===== config.mk =====
export PLATFORM = sky130hd
export DESIGN_NAME = i2c_regpair_slave
export DESIGN_NICKNAME = d
export VERILOG_FILES = /design/src/rtl/i2c_rp_pkg.sv /design/src/rtl/i2c_rp_sync.sv /design/src/rtl/i2c_rp_cond.sv /design/src/rtl/i2c_rp_fsm.sv /design/src/rtl/i2c_regpair_slave.sv
export SDC_FILE = /design/constraint.sdc
export NUM_CORES = 1
export LEC_CHECK = 0
export BUFFER_PORTS_ARGS = -buffer_cell sky130_fd_sc_hd__buf_2
export CAP_MARGIN = 10
export CORE_MARGIN = 2
export CORE_UTILIZATION = 58
export CTS_CLUSTER_SIZE = 12
export DETAILED_ROUTE_END_ITERATION = 6
export PLACE_DENSITY = 0.78
export SETUP_SLACK_MARGIN = 0.02
export SYNTH_ARGS = -nofsm -noshare
export SYNTH_HDL_FRONTEND = slang
export SYNTH_SLANG_ARGS = --single-unit

===== constraint.sdc =====
create_clock -name clk -period 2.3 [get_ports clk]
set_input_delay 0.23 -clock clk [delete_from_list [all_inputs] [get_ports clk]]
set_output_delay 0.23 -clock clk [all_outputs]
set_load 0.01 [all_outputs]

===== src/rtl/i2c_rp_pkg.sv =====
// Shared types for the two-register I2C target.
package i2c_rp_pkg;
    // Top-level protocol state of the target.
    typedef enum logic [1:0] {
        ST_IDLE = 2'd0,
        ST_ADDR = 2'd1,
        ST_DATA = 2'd2
    } rp_state_t;
endpackage


===== src/rtl/i2c_rp_sync.sv =====
// Multi-stage synchroniser for one asynchronous bus line.
// Assumes the line idles high; resets to 1 so no false edge follows reset.
module i2c_rp_sync #(
    parameter int STAGES = 2
) (
    input  logic clk,
    input  logic rst_n,
    input  logic line_in,
    output logic line_s
);
    logic [STAGES-1:0] chain;

    // Shift the raw level through the flop chain.
    always_ff @(posedge clk) begin
        if (!rst_n) chain <= '1;
        else        chain <= {chain[STAGES-2:0], line_in};
    end

    assign line_s = chain[STAGES-1];
endmodule


===== src/rtl/i2c_rp_cond.sv =====
// Edge and bus-condition detector working on the synchronised SCL and SDA.
// Produces one-cycle pulses for SCL edges, START and STOP.
module i2c_rp_cond (
    input  logic clk,
    input  logic rst_n,
    input  logic scl_s,
    input  logic sda_s,
    output logic scl_rise,
    output logic scl_fall,
    output logic start_det,
    output logic stop_det
);
    logic scl_q;
    logic sda_q;

    // Keep last cycle's synchronised levels.
    always_ff @(posedge clk) begin
        if (!rst_n) begin
            scl_q <= 1'b1;
            sda_q <= 1'b1;
        end else begin
            scl_q <= scl_s;
            sda_q <= sda_s;
        end
    end

    assign scl_rise  =  scl_s & ~scl_q;
    assign scl_fall  = ~scl_s &  scl_q;
    assign start_det =  scl_s &  scl_q &  sda_q & ~sda_s;
    assign stop_det  =  scl_s &  scl_q & ~sda_q &  sda_s;
endmodule


===== src/rtl/i2c_rp_fsm.sv =====
// Protocol engine: address match, ACK, write/read of one data byte.
// Assumes pulses from i2c_rp_cond; SDA pull changes only on an SCL fall.
module i2c_rp_fsm
    import i2c_rp_pkg::*;
#(
    parameter logic [6:0] DEV_ADDR = 7'h2A
) (
    input  logic      clk,
    input  logic      rst_n,
    input  logic      sda_s,
    input  logic      scl_rise,
    input  logic      scl_fall,
    input  logic      start_det,
    input  logic      stop_det,
    output rp_state_t st,
    output logic      sda_pull,
    output logic [7:0] reg_a,
    output logic [7:0] reg_b
);
    localparam int BYTE_W = 8;
    localparam int CNT_W  = $clog2(BYTE_W + 2);
    localparam logic [CNT_W-1:0] LAST_BIT = CNT_W'(BYTE_W);
    localparam logic [CNT_W-1:0] ACK_BIT  = CNT_W'(BYTE_W + 1);

    logic [CNT_W-1:0]  cnt;
    logic [BYTE_W-1:0] shreg;
    logic [BYTE_W-1:0] tx;
    logic              rd_mode;
    logic              sel;
    logic              hit;
    logic [BYTE_W-1:0] cur;

    assign hit = (shreg[7:2] == DEV_ADDR[6:1]);
    assign cur = sel ? reg_b : reg_a;

    // Single sequential process for the whole protocol.
    always_ff @(posedge clk) begin
        if (!rst_n) begin
            st       <= ST_IDLE;
            cnt      <= '0;
            shreg    <= '0;
            tx       <= '0;
            rd_mode  <= 1'b0;
            sel      <= 1'b0;
            sda_pull <= 1'b0;
            reg_a    <= '0;
            reg_b    <= '0;
        end else if (start_det) begin
            st       <= ST_ADDR;
            cnt      <= '0;
            sda_pull <= 1'b0;
        end else if (stop_det) begin
            st       <= ST_IDLE;
            cnt      <= '0;
            sda_pull <= 1'b0;
        end else begin
            case (st)
                ST_ADDR: begin
                    if (scl_rise && cnt < LAST_BIT) begin
                        shreg <= {shreg[BYTE_W-2:0], sda_s};
                        cnt   <= cnt + 1'b1;
                    end else if (scl_fall && cnt == LAST_BIT) begin
                        if (hit) begin
                            sda_pull <= 1'b1;
                            cnt      <= ACK_BIT;
                            rd_mode  <= shreg[0];
                            sel      <= shreg[1];
                        end else begin
                            st  <= ST_IDLE;
                            cnt <= '0;
                        end
                    end else if (scl_fall && cnt == ACK_BIT) begin
                        st  <= ST_DATA;
                        cnt <= '0;
                        tx  <= cur;
                        sda_pull <= rd_mode ? ~cur[BYTE_W-1] : 1'b0;
                    end
                end
                ST_DATA: begin
                    if (rd_mode) begin
                        if (scl_rise && cnt < LAST_BIT) begin
                            cnt <= cnt + 1'b1;
                        end else if (scl_rise && cnt == LAST_BIT) begin
                            st  <= ST_IDLE;
                            cnt <= '0;
                        end else if (scl_fall && cnt != '0 && cnt < LAST_BIT) begin
                            sda_pull <= ~tx[BYTE_W-2];
                            tx       <= {tx[BYTE_W-2:0], 1'b0};
                        end else if (scl_fall && cnt == LAST_BIT) begin
                            sda_pull <= 1'b0;
                        end
                    end else begin
                        if (scl_rise && cnt < LAST_BIT) begin
                            shreg <= {shreg[BYTE_W-2:0], sda_s};
                            cnt   <= cnt + 1'b1;
                        end else if (scl_fall && cnt == LAST_BIT) begin
                            sda_pull <= 1'b1;
                            cnt      <= ACK_BIT;
                            if (sel) reg_b <= shreg;
                            else     reg_a <= shreg;
                        end else if (scl_fall && cnt == ACK_BIT) begin
                            sda_pull <= 1'b0;
                            st       <= ST_IDLE;
                            cnt      <= '0;
                        end
                    end
                end
                default: begin
                    cnt <= '0;
                end
            endcase
        end
    end
endmodule


===== src/rtl/i2c_regpair_slave.sv =====
// Two-register I2C target: synchronisers, condition detector, protocol engine.
// Assumes clk is at least ~10x the SCL rate; answers DEV_ADDR and DEV_ADDR|1.
module i2c_regpair_slave
    import i2c_rp_pkg::*;
#(
    parameter logic [6:0] DEV_ADDR    = 7'h2A,
    parameter int         SYNC_STAGES = 2
) (
    input  logic       clk,
    input  logic       rst_n,
    input  logic       scl_in,
    input  logic       sda_in,
    output logic       sda_pull,
    output logic [7:0] ctrl_a,
    output logic [7:0] ctrl_b
);
    logic      scl_s;
    logic      sda_s;
    logic      scl_rise;
    logic      scl_fall;
    logic      start_det;
    logic      stop_det;
    rp_state_t st;

    i2c_rp_sync #(.STAGES(SYNC_STAGES)) u_sync_scl (
        .clk(clk), .rst_n(rst_n), .line_in(scl_in), .line_s(scl_s)
    );

    i2c_rp_sync #(.STAGES(SYNC_STAGES)) u_sync_sda (
        .clk(clk), .rst_n(rst_n), .line_in(sda_in), .line_s(sda_s)
    );

    i2c_rp_cond u_cond (
        .clk(clk), .rst_n(rst_n), .scl_s(scl_s), .sda_s(sda_s),
        .scl_rise(scl_rise), .scl_fall(scl_fall),
        .start_det(start_det), .stop_det(stop_det)
    );

    i2c_rp_fsm #(.DEV_ADDR(DEV_ADDR)) u_fsm (
        .clk(clk), .rst_n(rst_n), .sda_s(sda_s),
        .scl_rise(scl_rise), .scl_fall(scl_fall),
        .start_det(start_det), .stop_det(stop_det),
        .st(st), .sda_pull(sda_pull), .reg_a(ctrl_a), .reg_b(ctrl_b)
    );
endmodule


==> flow_summary_export.csv <==
group,metric,value,unit
outcome,outcome,"complete, no violations",
sta,setup_viol,0,
cts,cts_resized,0,
synthesis,ys_ff_latch,46,
worst_setup_path,reg2reg_from,"u_fsm.cnt[0]",
synthesis,async_flop_share,0,%
worst_setup_path,path_max_fanout,10,
worst_setup_path,crit_path_end,"u_fsm.st[0]",
finish,final_common_cell,"dfxtp_1",
worst_setup_path,worstSetupStartpointType,"flop",
worst_setup_path,crit_arrival,2170,ps
synthesis,syn-mean-instance-area,9.40,um^2
worst_setup_path,cp_slowest_cell,"dfxtp_1",
cts,postCtsHoldBufs,0,
run,drv_cap,0,
global_route,grt_util_met3,4.56,%
synthesis,synthDistinctLibCells,49,
sta,timing.final.crit_period,1990,ps
global_route,top_usage_layer,"met2",
finish,drive_above_1_share,14.7,%
worst_setup_path,crit_chain,"inv_1 > ha_1 > nand2b_1 > or3_1 > a32o_1 > o211ai_1 > o21ai_1",
sta,finalHoldViolCount,0,
worst_setup_path,cp_top_family,"simple AND/OR/NAND/NOR gates",
floorplanning,num_io_pins,21,
sta,fin_crit_sh,86.4,%
global_route,grt_max_degree,41,
floorplanning,fp.coreArea,3740,um^2
drt,num_vias,1721,
cts,cts_sinks,46,
sta,finalMaxSlewViolations,0,
drt,remaining_drc_errors,0,
worst_setup_path,crit_start,"u_fsm.cnt[0]",
floorplanning,rows,22,
synthesis,synth_area,2300,um^2
global_route,grt_pass1_vias,1512,
global_route,use_met1,31.8,%
worst_setup_path,crit_path_end_kind,"flop",
worst_setup_path,worstReg2RegEnd,"u_fsm.st[0]",
global_route,grt_pass1_wl,7310,um
worst_setup_path,criticalPathCategory,"flop to flop",
synthesis,synth_area_leaders,"dfxtp_1, mux2i_1, nor2b_1",
drt,drt_wl_total,4520,um
hold_path,hold_path.class,"input pin to flop",
global_route,grtUsageTotal,22.1,%
pwr,vdd_drop_max,0.525,mV
synthesis,syn_inst,245,
global_route,met2_usage,31.9,%
worst_setup_path,reg2regPathDepth,7,
worst_setup_path,crit_path_max_incr_delay,430,ps
sta,fin_skew,9.82,ps
cts,root_buffer,"clkbuf_8",
cts,worstSkewPairLatency,300,ps
synthesis,synth-edff-count,0,
synthesis,ys_seq_area_share,40.0,%
hold_path,min_delay_path_depth,2,
synthesis,yosys_warnings,0,
sta,fmax,0.503,GHz
worst_setup_path,cp_data_required_time,2490,ps
cts,cts_setup_buffers,0,
drt,ant_nets,0,
placement,dp_hpwl,3260,um
worst_setup_path,path_depth,7,
cts,cts_made_buffers,5,
sta,maxSlewHeadroom,65.2,%
cts,tritoncts,"yes",
floorplanning,die_x,67,um
synthesis,syn-num-nets,254,
worst_setup_path,r2r_slack,310,ps
finish,areaGrowthSynthToFinish,10.3,%
drt,vias_per_cell,5.50,
global_route,grt_antenna_before_repair,0,
pwr,p_per_area,554,nW/um^2
worst_setup_path,critPathBufInv,1,
finish,antenna_cells,0,
cts,cts.htree.levels,2,
finish,nNetsFinal,273,
drt,avgRoutedWirePerCell,14.4,um
floorplanning,start_util,61.5,%
placement,gp_congestion,0.900,
sta,rsz0062_at_grt,"false",
drt,drtIter0Drc,104,
cts,cts_buffer_depth,2,
drt,first_pass_iters,5,
sta,whs,110,ps
global_route,gr-total-overflow,0,
sta,finalSetupTns,0,ps
placement,port_buffers,20,
floorplanning,fp.dieH,67,um
synthesis,synth_top_area_share,40.0,%
floorplanning,die-area,4490,um^2
synthesis,yosysTopAreaCell,"dfxtp_1",
cts,clkTransAtPathRegs,80,ps
pwr,p_leak,1.13,nW
synthesis,synthFlopType,"dfxtp_1",
finish,mostFrequentLayoutCells,"dfxtp_1, mux2i_1, nor2b_1",
sta,worstMarginPinSlew,514,ps
[cell type report]
type                       count  area (um^2)
inverter                       7         26.3
clock inverter                 1         8.76
sequential                    46          921
tap                           48         60.1
timing repair buffer          25          138
multi-input combinational    179         1290
clock buffer                   7         96.3
fill                         311         1200
[cell families after synthesis]
family	count (synthesis)	share of synthesized area (%)
AND/OR/NAND/NOR	93	24.0
flip-flops	46	40.0
multiplexers	41	17.8
AO/OA/AOI/OAI	38	10.7
buffers and inverters	20	3.97
adder cells (fa/ha/maj)	5	2.72
XOR/XNOR	2	0.761
[synthesized netlist by cell type, types with 3 or more instances]
| cell type | n |
|---|---|
| inv_1 | 6 |
| buf_2 | 4 |
| ha_1 | 5 |
| nor2_1 | 4 |
| dfxtp_1 | 46 |
| a21oi_1 | 5 |
| o21ai_0 | 15 |
| nand2_1 | 23 |
| nand3_1 | 3 |
| nor2b_1 | 34 |
| clkbuf_1 | 7 |
| nand2b_1 | 8 |
| mux2i_1 | 41 |
[worst min path at each step]
stage,startpoint,endpoint
2_1_floorplan,rst_n,u_cond.sda_q
5_1_grt,sda_in,u_sync_sda.chain[0]
3_3_place_gp,u_sync_scl.chain[0],u_sync_scl.chain[1]
6_report,sda_in,u_sync_sda.chain[0]
3_5_place_dp,u_sync_scl.chain[0],u_sync_scl.chain[1]
4_1_cts,sda_in,u_sync_sda.chain[0]
[per-stage QoR]
step	total power, mW	std cells	utilization [%]	area, um^2	worst slack [ps]
final	1.41	313	67.8	2540	312
after global routing	1.46	313	67.8	2540	84.6
after CTS	1.41	313	67.8	2540	331
after detailed placement	0.877	305	65.0	2430	354
after global placement	0.877	305	65.0	2430	401
after floorplan	0.865	245	-	2300	347
[report_power, final]
| group | internal (mW) | switching, mW |
|---|---|---|
| Clock | 0.275 | 0.274 |
| Sequential | 0.801 | 0.00426 |
| Combinational | 0.0249 | 0.0286 |
[flip-flops by register name (all words and copies together) (netlist names), 2 cells and up]
signal            cells
u_sync_scl.chain      2
u_fsm.st              2
u_fsm.reg_a           8
u_fsm.tx              7
u_fsm.reg_b           8
u_fsm.shreg           8
u_sync_sda.chain      2
u_fsm.cnt             4
[routing by layer]
metal,wire length (um),part of all wire [%],vias up
met1,2320,51,780
met5,0,0,-
met2,1950,43,45
li1,-,-,888
met4,61,1.3,0
met3,194,4.3,8
(Power assumes the default switching activity.)
